File: src/rtl/tmr_pkg.sv
package tmr_pkg;
  localparam int ADDR_W    = 3;
  localparam int DIV_SEL_W = 3;

  localparam logic [ADDR_W-1:0] A_CTLA = 3'd0;
  localparam logic [ADDR_W-1:0] A_CTLB = 3'd1;
  localparam logic [ADDR_W-1:0] A_CNTH = 3'd2;
  localparam logic [ADDR_W-1:0] A_CNTL = 3'd3;
  localparam logic [ADDR_W-1:0] A_CMPH = 3'd4;
  localparam logic [ADDR_W-1:0] A_CMPL = 3'd5;
  localparam logic [ADDR_W-1:0] A_FLGC = 3'd6;
  localparam logic [ADDR_W-1:0] A_FLGO = 3'd7;

  // flag vector indices
  localparam int F_CMP = 0;
  localparam int F_OVF = 1;
  localparam int N_FLAGS = 2;

  typedef struct packed {
    logic run;
    logic wait_stop;
    logic dbg_freeze;
    logic fast_clr;
  } ctla_t;

  typedef struct packed {
    logic                 ovf_ie;
    logic                 cmp_ie;
    logic                 cmp_reset;
    logic [DIV_SEL_W-1:0] div_sel;
  } ctlb_t;
endpackage

File: src/rtl/tmr_prescaler.sv
module tmr_prescaler #(
  parameter int SEL_W = 3
) (
  input  logic             clk,
  input  logic             rst_n,
  input  logic             run,
  input  logic             halt,
  input  logic [SEL_W-1:0] div_sel,
  output logic             tick
);
  localparam int PRE_W = (1 << SEL_W) - 1;

  function automatic logic [PRE_W-1:0] term_count(input logic [SEL_W-1:0] s);
    term_count = PRE_W'((1 << s) - 1);
  endfunction

  logic [PRE_W-1:0] pcnt;
  logic             active;

  assign active = run & ~halt;
  assign tick   = active && (pcnt >= term_count(div_sel));

  always_ff @(posedge clk or negedge rst_n) begin
    if (!rst_n)      pcnt <= '0;
    else if (!run)   pcnt <= '0;
    else if (active) pcnt <= tick ? '0 : pcnt + 1'b1;
  end

  // a disabled prescaler never produces a tick
  assert_no_tick_when_off_R3: assert property (@(posedge clk) disable iff (!rst_n)
    !run |-> !tick);
endmodule

File: src/rtl/tmr_counter.sv
module tmr_counter #(
  parameter int DATA_W = 8,
  localparam int CNT_W = 2 * DATA_W
) (
  input  logic              clk,
  input  logic              rst_n,
  input  logic              tick,
  input  logic              cmp_reset,
  input  logic              ld_hi,
  input  logic              ld_lo,
  input  logic [DATA_W-1:0] ld_data,
  input  logic [CNT_W-1:0]  cmp_val,
  output logic [CNT_W-1:0]  count,
  output logic              ovf_evt,
  output logic              cmp_evt
);
  function automatic logic [CNT_W-1:0] next_count(input logic [CNT_W-1:0] cur,
                                                  input logic hit, input logic rld);
    next_count = (hit && rld) ? '0 : cur + 1'b1;
  endfunction

  logic loading;
  assign loading = ld_hi | ld_lo;
  assign cmp_evt = tick && (count == cmp_val);
  assign ovf_evt = tick && (&count);

  always_ff @(posedge clk or negedge rst_n) begin
    if (!rst_n) count <= '0;
    else if (loading) begin
      if (ld_hi) count[CNT_W-1:DATA_W] <= ld_data;
      if (ld_lo) count[DATA_W-1:0]     <= ld_data;
    end else if (tick) count <= next_count(count, cmp_evt, cmp_reset);
  end

  assert_count_step_R2: assert property (@(posedge clk) disable iff (!rst_n)
    (tick && !loading && !(cmp_reset && cmp_evt)) |=> count == $past(count) + CNT_W'(1));

  assert_count_holds_R4: assert property (@(posedge clk) disable iff (!rst_n)
    (!tick && !loading) |=> $stable(count));

  assert_reload_on_match_R11: assert property (@(posedge clk) disable iff (!rst_n)
    (cmp_evt && cmp_reset && !loading) |=> count == '0);
endmodule

File: src/rtl/tmr_flag.sv
module tmr_flag (
  input  logic clk,
  input  logic rst_n,
  input  logic set,
  input  logic clr,
  output logic flag
);
  always_ff @(posedge clk or negedge rst_n) begin
    if (!rst_n) flag <= 1'b0;
    else        flag <= set | (flag & ~clr);
  end

  assert_set_wins_R12: assert property (@(posedge clk) disable iff (!rst_n)
    set |=> flag);

  assert_clear_empties_R6: assert property (@(posedge clk) disable iff (!rst_n)
    (clr && !set) |=> !flag);

  assert_flag_holds_R6: assert property (@(posedge clk) disable iff (!rst_n)
    (!set && !clr) |=> $stable(flag));
endmodule

File: src/rtl/tmr_fast_clear_timer.sv
module tmr_fast_clear_timer
  import tmr_pkg::*;
#(
  parameter int DATA_W = 8,
  localparam int CNT_W = 2 * DATA_W
) (
  input  logic              clk,
  input  logic              rst_n,
  input  logic [ADDR_W-1:0] addr,
  input  logic              rd_en,
  input  logic              wr_en,
  input  logic [DATA_W-1:0] wdata,
  output logic [DATA_W-1:0] rdata,
  input  logic              debug_mode,
  input  logic              wait_mode,
  input  logic              special_mode,
  output logic              ovf_irq,
  output logic              cmp_irq
);
  ctla_t              ctla;
  ctlb_t              ctlb;
  logic [CNT_W-1:0]   cmp_val;
  logic [CNT_W-1:0]   count;
  logic               tick, halt, ovf_evt, cmp_evt;
  logic               cnt_sel, cnt_access, cmp_write;
  logic [N_FLAGS-1:0] flag_set, flag_clr, flags;

  // bus decode, exposed as named events
  assign cnt_sel    = (addr == A_CNTH) || (addr == A_CNTL);
  assign cnt_access = (rd_en | wr_en) && cnt_sel;
  assign cmp_write  = wr_en && ((addr == A_CMPH) || (addr == A_CMPL));
  assign halt       = (debug_mode & ctla.dbg_freeze) | (wait_mode & ctla.wait_stop);

  always_ff @(posedge clk or negedge rst_n) begin
    if (!rst_n) begin
      ctla    <= '0;
      ctlb    <= '0;
      cmp_val <= '0;
    end else if (wr_en) begin
      case (addr)
        A_CTLA: ctla <= ctla_t'(wdata[DATA_W-1 -: 4]);
        A_CTLB: ctlb <= '{ovf_ie: wdata[7], cmp_ie: wdata[6], cmp_reset: wdata[3],
                          div_sel: wdata[DIV_SEL_W-1:0]};
        A_CMPH: cmp_val[CNT_W-1:DATA_W] <= wdata;
        A_CMPL: cmp_val[DATA_W-1:0]     <= wdata;
        default: ;
      endcase
    end
  end

  tmr_prescaler #(.SEL_W(DIV_SEL_W)) u_pre (
    .clk(clk), .rst_n(rst_n), .run(ctla.run), .halt(halt),
    .div_sel(ctlb.div_sel), .tick(tick)
  );

  tmr_counter #(.DATA_W(DATA_W)) u_cnt (
    .clk(clk), .rst_n(rst_n), .tick(tick), .cmp_reset(ctlb.cmp_reset),
    .ld_hi(wr_en && special_mode && addr == A_CNTH),
    .ld_lo(wr_en && special_mode && addr == A_CNTL),
    .ld_data(wdata), .cmp_val(cmp_val), .count(count),
    .ovf_evt(ovf_evt), .cmp_evt(cmp_evt)
  );

  assign flag_set[F_CMP] = cmp_evt;
  assign flag_set[F_OVF] = ovf_evt;
  assign flag_clr[F_CMP] = (wr_en && addr == A_FLGC && wdata[DATA_W-1]) | (ctla.fast_clr & cmp_write);
  assign flag_clr[F_OVF] = (wr_en && addr == A_FLGO && wdata[DATA_W-1]) | (ctla.fast_clr & cnt_access);

  for (genvar g = 0; g < N_FLAGS; g++) begin : g_flag
    tmr_flag u_flag (
      .clk(clk), .rst_n(rst_n), .set(flag_set[g]), .clr(flag_clr[g]), .flag(flags[g])
    );
  end

  always_comb begin
    rdata = '0;
    case (addr)
      A_CTLA: rdata = {ctla, 4'b0};
      A_CTLB: rdata = {ctlb.ovf_ie, ctlb.cmp_ie, 2'b0, ctlb.cmp_reset, ctlb.div_sel};
      A_CNTH: rdata = count[CNT_W-1:DATA_W];
      A_CNTL: rdata = count[DATA_W-1:0];
      A_CMPH: rdata = cmp_val[CNT_W-1:DATA_W];
      A_CMPL: rdata = cmp_val[DATA_W-1:0];
      A_FLGC: rdata = {flags[F_CMP], 7'b0};
      A_FLGO: rdata = {flags[F_OVF], 7'b0};
      default: rdata = '0;
    endcase
  end

  assign ovf_irq = flags[F_OVF] & ctlb.ovf_ie;
  assign cmp_irq = flags[F_CMP] & ctlb.cmp_ie;

  assert_no_load_R10: assert property (@(posedge clk) disable iff (!rst_n)
    (wr_en && cnt_sel && !special_mode && !tick) |=> $stable(count));

  assert_access_clear_R8: assert property (@(posedge clk) disable iff (!rst_n)
    (ctla.fast_clr && cnt_access && !ovf_evt) |=> !ovf_irq && (rdata[DATA_W-1] == 1'b0 || addr != A_FLGO));

  assert_wrap_sets_flag_R5: assert property (@(posedge clk) disable iff (!rst_n)
    (ovf_evt && ctlb.ovf_ie && !(wr_en && addr == A_CTLB)) |=> ovf_irq);
endmodule

File: config.mk
export PLATFORM = sky130hd
export DESIGN_NAME = tmr_fast_clear_timer
export DESIGN_NICKNAME = d
export VERILOG_FILES = /design/src/rtl/tmr_pkg.sv /design/src/rtl/tmr_prescaler.sv /design/src/rtl/tmr_counter.sv /design/src/rtl/tmr_flag.sv /design/src/rtl/tmr_fast_clear_timer.sv
export SDC_FILE = /design/constraint.sdc
export NUM_CORES = 1
export LEC_CHECK = 0
export BUFFER_PORTS_ARGS = -buffer_cell sky130_fd_sc_hd__buf_2
export CORE_UTILIZATION = 54
export CTS_BUF_LIST = sky130_fd_sc_hd__clkbuf_16
export DETAILED_ROUTE_END_ITERATION = 10
export GPL_ROUTABILITY_DRIVEN = 0
export HOLD_SLACK_MARGIN = 0.05
export PLACE_DENSITY = 0.82
export SYNTH_ARGS = -nofsm -noshare
export SYNTH_HDL_FRONTEND = slang
export SYNTH_SLANG_ARGS = --single-unit
File: constraint.sdc
create_clock -name clk -period 2.5 [get_ports clk]
set_input_delay 0.25 -clock clk [delete_from_list [all_inputs] [get_ports clk]]
set_output_delay 0.25 -clock clk [all_outputs]
set_load 0.03 [all_outputs]
## Word level (Yosys, flattened, before mapping)

Cells that the tools add are included.

- Shift operators: 1
- Reductions and logical operators: 24
- Equal/unequal tests: 11
- Mux-type cells: 9
- $lt $le $gt $ge: 1
- Bitwise gates (word level): 19
- Add/subtract/negate cells: 3

Operator list:

| operator | number |
|---|---|
| $pmux 8 s8 | 1 |
| $mux 16 | 3 |
| $mux 7 | 3 |
| $add 16x1->16 const B | 1 |
| $eq 16x16->1 | 1 |
| $mux 8 | 2 |
| $reduce_and 16->1 | 1 |
| $logic_and 1x1->1 | 13 |
| $eq 3x3->1 const B | 4 |
| $reduce_and 2->1 | 6 |
| $and 1x1->1 | 9 |
| $add 7x1->7 const B | 1 |
| $ge 7x7->1 | 1 |
| $or 1x1->1 | 7 |
| $shl 1x3->7 const A | 1 |
| $sub 7x2->7 const B | 1 |
| $eq 3x2->1 const B | 2 |
| $ne 2x1->1 const B | 3 |
| $eq 3x1->1 const B | 1 |
| $logic_not 3->1 | 1 |
| $not 1->1 | 3 |
| $logic_or 1x1->1 | 2 |
| $reduce_bool 2->1 | 1 |

- Flip-flop bits (word level): 51
- Output and inout port bits: 10
- Bits of input ports: 18

## Longest topological paths before layout

Gate-level depths: netlist of run 1.

- Depth in word-level cells: 10
- Depth in mapped cells: 9

## Hierarchy

A second synthesis of run 1 with hierarchy kept.

- Cell total of the unflattened synthesis: 348
- Area total of the unflattened synthesis: 3447.1 µm²

Modules (own cells, without submodules):

| module | area each (µm²) | cells each | seq. area each (µm²) | instances |
|---|---|---|---|---|
| tmr_fast_clear_timer | 1506.4 | 125 | 650.6 | 1 |
| tmr_counter | 1236.2 | 149 | 400.4 | 1 |
| tmr_prescaler | 631.9 | 68 | 175.2 | 1 |
| tmr_flag | 36.3 | 3 | 25.0 | 2 |

## Least setup slack after synthesis of run 1

OpenSTA, ideal clock, no wires.

- Path kind: register to register
- From: reg ctlb[0] (netlist bit)
- To: reg u_cnt.count[1]
- Data required time: 2.435 ns
- Stages on the path, launching flop included: 10
- Path slack: -0.037 ns
- Arrival: 2.472 ns
- Clock period less this slack: 2.537 ns
- Setup time: 0.065 ns
- Path buffers: 1
- Cell sequence: dfrtp_1 > or3_1 > ha_1 > nand2b_1 > a211o_1 > a211oi_4 > o41ai_4 > buf_6 > o211ai_1 > o21a_1

- Word-level cells in the longest chain between the ends: 9
- Elaborated cells on any way between the ends: 11
- Those cells by class: add/sub: 1; order compare: 1; shift: 1; mux: 3; reduce/logical: 5

Ends and longest elaborated chain:

| what | RTL line | source |
|---|---|---|
| from (decl) | tmr_fast_clear_timer.sv:21 | `ctlb_t ctlb;` |
| from (signal assigned) | tmr_fast_clear_timer.sv:42 | `A_CTLB: ctlb <= '{ovf_ie: wdata[7], cmp_ie: wdata[6], cmp_reset: wdata[3],` |
| $shl 1x3->7 (*) | tmr_prescaler.sv:14 | `term_count = PRE_W'((1 << s) - 1);` |
| $sub 7x2->7 (*) | tmr_prescaler.sv:14 |  |
| $ge 7x7->1 (*) | tmr_prescaler.sv:21 | `assign tick = active && (pcnt >= term_count(div_sel));` |
| $logic_and 1x1->1 (*) | tmr_prescaler.sv:21 |  |
| $logic_and 1x1->1 | tmr_counter.sv:24 | `assign cmp_evt = tick && (count == cmp_val);` |
| $logic_and 1x1->1 | tmr_counter.sv:19 | `next_count = (hit && rld) ? '0 : cur + 1'b1;` |
| $mux 16 | tmr_counter.sv:19 |  |
| $mux 16 | tmr_counter.sv:32 | `end else if (tick) count <= next_count(count, cmp_evt, cmp_reset);` |
| $mux 16 | tmr_counter.sv:29 | `else if (loading) begin` |
| to (signal, indexed assignment) | tmr_counter.sv:30 | `if (ld_hi) count[CNT_W-1:DATA_W] <= ld_data;` |
| to (signal, indexed assignment) | tmr_counter.sv:31 | `if (ld_lo) count[DATA_W-1:0] <= ld_data;` |
| to (signal assigned) | tmr_counter.sv:32 |  |
| to (decl) | tmr_counter.sv:13 | `output logic [CNT_W-1:0] count,` |

Mark *: on every way between the ends. The rest lies on a longest branch, timed or not. The select of a mux whose other input is x is not followed.
A chain may end at the register's enable or synchronous reset.

## Worst setup path after layout of run 1

- From: reg ctlb[0] (netlist bit)
- To: reg u_cnt.count[9]

The elaborated chain is that of the path after synthesis.

==> key figures, run 1 <==
Critical path
  – Family with the most delay on the worst path: compound AO/OA/AOI/OAI gates
  – Crit path max fanout: 18
  – RR Startpoint: ctlb[0]
  – CP endpoint kind: register
  – Data arrival, critical path: 2.76 ns
  – Critical-path cell list: or3_1, ha_1, nand2b_4, a211o_1, a211oi_4, buf_6, o41ai_4, buf_12, o21ai_0, o2bb2ai_1
  – CP max stage cell: or3_1
  – Kind of critical path: register to register
  – R2r endpoint: u_cnt.count[9]
  – Worst setup SP type: register
  – CP bufs+invs: 2
  – Max incr delay on CP: 0.38 ns
  – Setup slack, reg-to-reg: -0.04 ns
  – R2R depth: 10
  – Required @ worst endpoint: 2.71 ns

Pwr
  – Clk network pwr share: 24.0%
  – Power, Total: 2.88 mW
  – Sw Ratio: 36.5%
  – Int Pwr: 1.83 mW
  – Leakage: 1.81 nW
  – Register share of total power: 39.7%
  – VDD IR max: 0.000368 V
  – Combinational fraction of design power: 36.3%
  – Sw Pwr: 1.05 mW
  – Pwr dens: 729 nW/µm²

Synthesis
  – Top cell type's share of synthesized area: 38.5%
  – Top-count cell post-synth: dfrtp_1
  – Async S/R FF share, synth: 100%
  – YS warnings: 0
  – Mapped Nets: 374
  – Commonest cells in the netlist: 51 x dfrtp_1, 26 x nor2_1, 25 x o21ai_0
  – Unique masters post-synth: 50
  – Main area contributors after synthesis: dfrtp_1 39%, mux2_2 8.2%, xor2_1 4.0%
  – Sequential area share after synthesis: 38.5%
  – Mapped Area: 3310 µm²
  – Synth area leader: dfrtp_1
  – Syn_area_per_cell: 9.55 µm²
  – Ys flop type: dfrtp_1
  – Yosys reg bits: 51
  – Post-synth EDFFs: 0
  – Cells after Synth: 347

Layout
  – Layout cells sized above 1: 28.7%
  – P&R area growth vs syn: 19.3%
  – N_diodes: 0
  – Seq. cell area: 1280 µm²
  – Final Cell Area: 3950 µm²
  – Multi-input logic area: 2010 µm²
  – Nets: 423
  – FILL cells: 458
  – Final core occ: 66.7%

Clock tree
  – H-Tree Depth: 2
  – CTS Buf Count: 5
  – Clock root cell: clkbuf_16
  – Cts hold-fix bufs: 0
  – Clock sinks: 51
  – Clock transition at path regs: 0.07 ns
  – Clock Tree Buf Depth: 2
  – TritonCTS clock tree: built
  – Worst skew pair latency: 0.29 ns

GRT
  – Global-route wire length before repair: 14.4 mm
  – Initial antenna violation count: 0
  – GRT Util Overall: 30.2%
  – GR Overflow Total: 0
  – Largest net degree at the start of global routing: 40
  – Vias in the first global route: 2923

Detailed routing
  – TritonRoute pass-1 iters: 8
  – Vias per std cell: 6.50
  – # DRC: 1
  – Routed WL per cell: 19.4 µm
  – Starting DRT DRC Count: 318
  – Remaining antenna violation count: 0
  – Overall via count from detail_route: 3070
  – Final WL: 9.17 mm

Outcome
  – Status: finished with violations
  – Failing checks: DRC, setup timing

STA
  – Highest Clock Rate: 393 MHz
  – Final-report setup violation count: 3
  – Final period utilization: 102%
  – Setup tns final: -0.0935 ns
  – Slew @ Worst Pin: 0.901 ns
  – Min Tclk post-route: 2.54 ns
  – Worst setup margin: -0.0442 ns
  – Fin. max-slew vios: 0
  – RSZ-0062 raised after global routing: true
  – Fin Clk Skew: 0.00738 ns
  – Rel. slew slack: 39.9%
  – Final Hold Violating Endpoints: 0

Floorplan
  – I/O pins: 28
  – Chip height: 80.3 µm
  – Die area: 6450 µm²
  – Row cnt: 28
  – Initial Utilization: 56.0%
  – Die Wd: 80.3 µm
  – Core Area: 5920 µm²

Place
  – DP Area: 3690 µm²
  – Post-detail-place hpwl: 6.50 mm
  – Post-Place Worst Slack: -0.226 ns
  – Port Buf Inserts: 27

Run
  – # Max-Cap Violations: 0

Min path
  – Min-Delay Path Class: input port to async pin
## worst reg2reg max path, cell delays in order, from the launching register on
cell	delay, ns
dfrtp_1	0.37
or3_1	0.38
ha_1	0.28
nand2b_4	0.14
a211o_1	0.29
a211oi_4	0.24
buf_6	0.16
o41ai_4	0.07
buf_12	0.17
o21ai_0	0.22
o2bb2ai_1	0.14
## per-stage QoR
| stage | instances | hold WS (ns) |
|---|---|---|
| after floorplan | 347 | -0.0456 |
| after global placement | 462 | 0.425 |
| after detailed placement | 462 | 0.414 |
| after CTS | 471 | 0.104 |
| after global routing | 472 | 0.143 |
| final | 472 | 0.0778 |
## how the worst max path moves through the flow
stage	start	endpoint	cells past startpoint
after floorplan	ctlb[0]	u_cnt.count[1]	9
after global placement	ctlb[0]	u_pre.pcnt[2]	9
after detailed placement	ctlb[0]	u_pre.pcnt[4]	9
after CTS	ctlb[0]	u_cnt.count[12]	10
after global routing	ctlb[0]	u_cnt.count[9]	10
final	ctlb[0]	u_cnt.count[9]	10
## final cells by class
cell class                      instances  area share (%)
Clock inverter                          3           0.633
Sequential cell                        51            32.3
Tap cell                               75            2.37
Multi-Input combinational cell        270            50.8
Inverter                               10           0.950
Clock buffer                            5            3.17
Timing Repair Buffer                   58            9.82
## metal layers
layer	vias to the layer above	share of wire, %	track usage (%)
li1	1393	-	-
met1	1483	41	38.9
met2	156	48	50.9
met3	38	7.2	5.11
met4	0	3.7	10.5
met5	-	0	0
## registers in the layout, indices dropped and copies added (netlist names)
| signal | count |
|---|---|
| ctlb | 6 |
| u_cnt.count | 16 |
| u_pre.pcnt | 7 |
| g_flag.u_flag.flag | 2 |
| cmp_val | 16 |
| ctla | 4 |
## cells in the final DEF (no fill, tap or decap), types with 3 or more instances in the layout
master / Yosys / layout
buf_2: 2 / 27
a21oi_1: 8 / 8
o211ai_1: 3 / 3
o22ai_1: 5 / 4
nand2_1: 24 / 23
nor3b_2: 0 / 5
nor2_1: 26 / 26
a22o_1: 3 / 3
o21ai_1: 9 / 10
o21ai_0: 25 / 23
ha_1: 9 / 9
a21boi_0: 3 / 3
nand2b_1: 4 / 3
xor2_1: 15 / 15
mux2_2: 24 / 24
inv_1: 10 / 10
buf_4: 0 / 28
a21o_1: 5 / 5
clkbuf_16: 0 / 5
mux2i_1: 9 / 9
a22oi_1: 9 / 9
nand3_1: 12 / 12
o2bb2ai_1: 11 / 11
nor4_1: 4 / 4
and3_1: 12 / 12
nor3_1: 9 / 9
nand4_1: 6 / 6
dfrtp_1: 51 / 51
## cells by family (layout without fill, tap and decap cells)
group | count (synthesis) | count (layout) | synth area share (%)
XOR/XNOR | 16 | 16 | 4.46
buffers and inverters | 27 | 76 | 4.04
AO/OA/AOI/OAI | 97 | 98 | 20.3
adder cells (fa/ha/maj) | 9 | 9 | 3.40
multiplexers | 35 | 35 | 12.2
AND/OR/NAND/NOR | 112 | 112 | 17.1
flip-flops | 51 | 51 | 38.5
## power by group through the flow
stage | Clock (mW) | Combinational, mW | Sequential [mW]
after floorplan | 0 | 0.648 | 1.12
after global placement | 0 | 0.922 | 1.14
after detailed placement | 0 | 0.968 | 1.15
after CTS | 0.694 | 1.01 | 1.14
after global routing | 0.728 | 1.13 | 1.16
final | 0.692 | 1.04 | 1.14
## what timing repair did
| action | 4_1_cts | 5_1_grt |
|---|---|---|
| setup endpoints to repair | 20 | 20 |
| buffers inserted | 1 | 1 |
| pin swaps | 2 | 5 |
| resized for setup | 9 | 11 |
| gates cloned | 0 | 1 |
Note: power is estimated with default switching activity, not from simulation.
==> run 2: changes to the inputs <==
Settings changed: GPL_TIMING_DRIVEN set to 0, PLACE_DENSITY 0.82 to 0.83, TNS_END_PERCENT set to 5.
==> key figures, run 2 (synthesized netlist as in run 1, its figures left out) <==
STA
  – Fin. max-slew vios: 0 (unchanged)
  – Worst setup margin: -0.163 ns (-0.119 ns)
  – Fin Clk Skew: 0.00559 ns (-0.00179 ns)
  – Hold slack final: 0.189 ns (+0.111 ns)
  – RSZ-0062 raised after global routing: true
  – Min Tclk post-route: 2.66 ns (+0.119 ns)
  – Final period utilization: 107% (+4.8 points)
  – Highest Clock Rate: 375 MHz (-4.5%)
  – Final-report setup violation count: 15 (+12)
  – Setup tns final: -1.60 ns (-1.51 ns)
  – Final Hold Violating Endpoints: 0 (unchanged)
  – Rel. slew slack: 23.8% (-16 points)
  – Slew @ Worst Pin: 1.14 ns (+0.242 ns)

Layout
  – Multi-input logic area: 2040 µm² (+1.9%)
  – Nets: 419 (-0.95%)
  – Layout cells sized above 1: 27.8% (-0.91 points)
  – Seq. cell area: 1280 µm² (+0.20%)
  – Top flop regs: cmp_val (16), u_cnt.count (16), u_pre.pcnt (7)
  – FILL cells: 437 (-4.6%)
  – Non-filler cells, final: 467 (-1.1%)
  – N_diodes: 0 (unchanged)
  – Commonest non-fill, non-tap cell in the layout: dfrtp_1
  – Final Cell Area: 3950 µm² (about the same)
  – Final core occ: 66.7% (about the same)
  – Most frequent cells in the layout: 49 x dfrtp_1, 27 x buf_2, 25 x nor2_1
  – P&R area growth vs syn: 19.2% (about the same)

Detailed routing
  – Starting DRT DRC Count: 326 (+2.5%)
  – Overall via count from detail_route: 3049 (-0.68%)
  – Final WL: 9.00 mm (-1.8%)
  – # DRC: 1 (unchanged)
  – Remaining antenna violation count: 0 (unchanged)
  – Vias per std cell: 6.53 (+0.38%)
  – TritonRoute pass-1 iters: 9 (+1)
  – Routed WL per cell: 19.3 µm (-0.75%)

Outcome
  – Status: finished with violations
  – Failing checks: DRC, setup timing

Clock tree
  – Worst skew pair latency: 0.29 ns (about the same)
  – Clock root cell: clkbuf_16
  – Cts hold-fix bufs: 0 (unchanged)
  – CTS Buf Count: 5 (unchanged)
  – H-Tree Depth: 2 (unchanged)
  – Clock transition at path regs: 0.07 ns (about the same)
  – Clock Tree Buf Depth: 2 (unchanged)
  – Clock sinks: 51 (unchanged)
  – TritonCTS clock tree: built

Floorplan
  – Chip height: 80.3 µm (unchanged)
  – I/O pins: 28 (unchanged)
  – Row cnt: 28 (unchanged)
  – Die Wd: 80.3 µm (unchanged)
  – Die area: 6450 µm² (unchanged)
  – Initial Utilization: 56.0% (unchanged)
  – Core Area: 5920 µm² (unchanged)

Critical path
  – Required @ worst endpoint: 2.68 ns (-0.03 ns)
  – CP endpoint kind: register
  – Data arrival, critical path: 2.84 ns (+0.08 ns)
  – Kind of critical path: register to register
  – Crit path max fanout: 8 (-10)
  – Worst setup SP type: register

Pwr
  – Clk network pwr share: 23.1% (-0.9 points)
  – Pwr dens: 716 nW/µm² (-1.8%)
  – Sw Pwr: 1.03 mW (-2.0%)
  – Int Pwr: 1.80 mW (-1.7%)
  – Sw Ratio: 36.4% (-0.073 points)
  – Leakage: 1.76 nW (-2.5%)
  – Register share of total power: 41.5% (+1.8 points)
  – VDD IR max: 0.000347 V (-5.5%)
  – Combinational fraction of design power: 35.5% (-0.8 points)

GRT
  – GR Overflow Total: 0 (unchanged)
  – Global-route wire length before repair: 14.2 mm (-1.2%)
  – Largest net degree at the start of global routing: 52 (+30%)
  – GRT Util Overall: 29.0% (-1.1 points)
  – Initial antenna violation count: 0 (unchanged)
  – Vias in the first global route: 2854 (-2.4%)

Place
  – Port Buf Inserts: 25 (-7.4%)
  – Post-detail-place hpwl: 6.02 mm (-7.4%)
  – Dpl cells: 447 (-3.2%)
  – DP Area: 3530 µm² (-4.2%)

Run
  – # Max-Cap Violations: 0 (unchanged)

Min path
  – Min-Delay Path Class: input port to async pin
run 2: changes by cell type in the layout (fill, tap and decap cells not counted), moves of 2 or more:
cell / delta
buf_4: -20
clkbuf_1: +9
o21ai_0: -7
buf_6: +5
o21ai_2: +4
clkinv_4: -2
dfrtp_1: -2
dfrtp_2: +2
o21ai_1: +2
run 2: metal layers:
metal,vias to the layer above,wire length (µm),global-route usage [%]
li1,1368,-,-
met3,19,691,4.55
met4,0,181,8.75
met1,1489,3890,39.8
met5,-,0,0
met2,173,4240,47.2
run 2: what timing repair did:
item | 4_1_cts | 5_1_grt
gates resized for setup | 7 | 37
pin swaps | 4 | 15
setup endpoints to repair | 21 | 24
gates cloned | 1 | 0
buffers inserted | 11 | 2
endpoints found under the hold margin | 0 | 0
run 2: worst max-delay path, stage by stage, from the launching register on:
cell and delay, ns:
dfrtp_1 0.36, clkbuf_1 0.20, xor2_1 0.20, nor4_1 0.36, nand4_1 0.32, o41ai_4 0.59, clkbuf_16 0.26, o31ai_4 0.05
a22o_1 0.21
run 2: metrics by stage:
step	power, mW	setup slack (ns)
floorplan	1.77	-0.00114
global placement	1.98	-0.362
detailed placement	2.01	-0.418
CTS	2.72	-0.160
global route	2.96	-0.224
finish	2.83	-0.163
run 2: area by class of cell:
cell class                 instances  area share, %
multi-input combinational        269           51.8
sequential                        51           32.4
timing repair buffer              38           6.68
clock buffer                       5           3.17
buffer                            17           2.47
tap                               75           2.38
inverter                          10          0.950
clock inverter                     2          0.222
run 2: path summary, 6_finish.rpt:
check / cells past startpoint / to / start / slack [ns]
hold / removal: 1 / ctlb[5] / rst_n / 0.19
hold reg to reg: 2 / g_flag[0].u_flag.flag / g_flag[0].u_flag.flag / 0.54
setup / recovery: 8 / u_cnt.count[8] / u_cnt.count[3] / -0.16
setup reg to reg: 8 / u_cnt.count[8] / u_cnt.count[3] / -0.16
max in group asynchronous: 1 / ctlb[2] / rst_n / 1.54
min in group clk: 3 / ctlb[3] / wdata[3] / 0.26
run 2: power by group through the flow:
stage	clock network (mW)	logic, mW	registers (mW)
floorplan	0	0.648	1.12
global placement	0	0.800	1.18
detailed placement	0	0.827	1.19
CTS	0.659	0.902	1.16
global route	0.683	1.09	1.19
finish	0.652	1.00	1.17
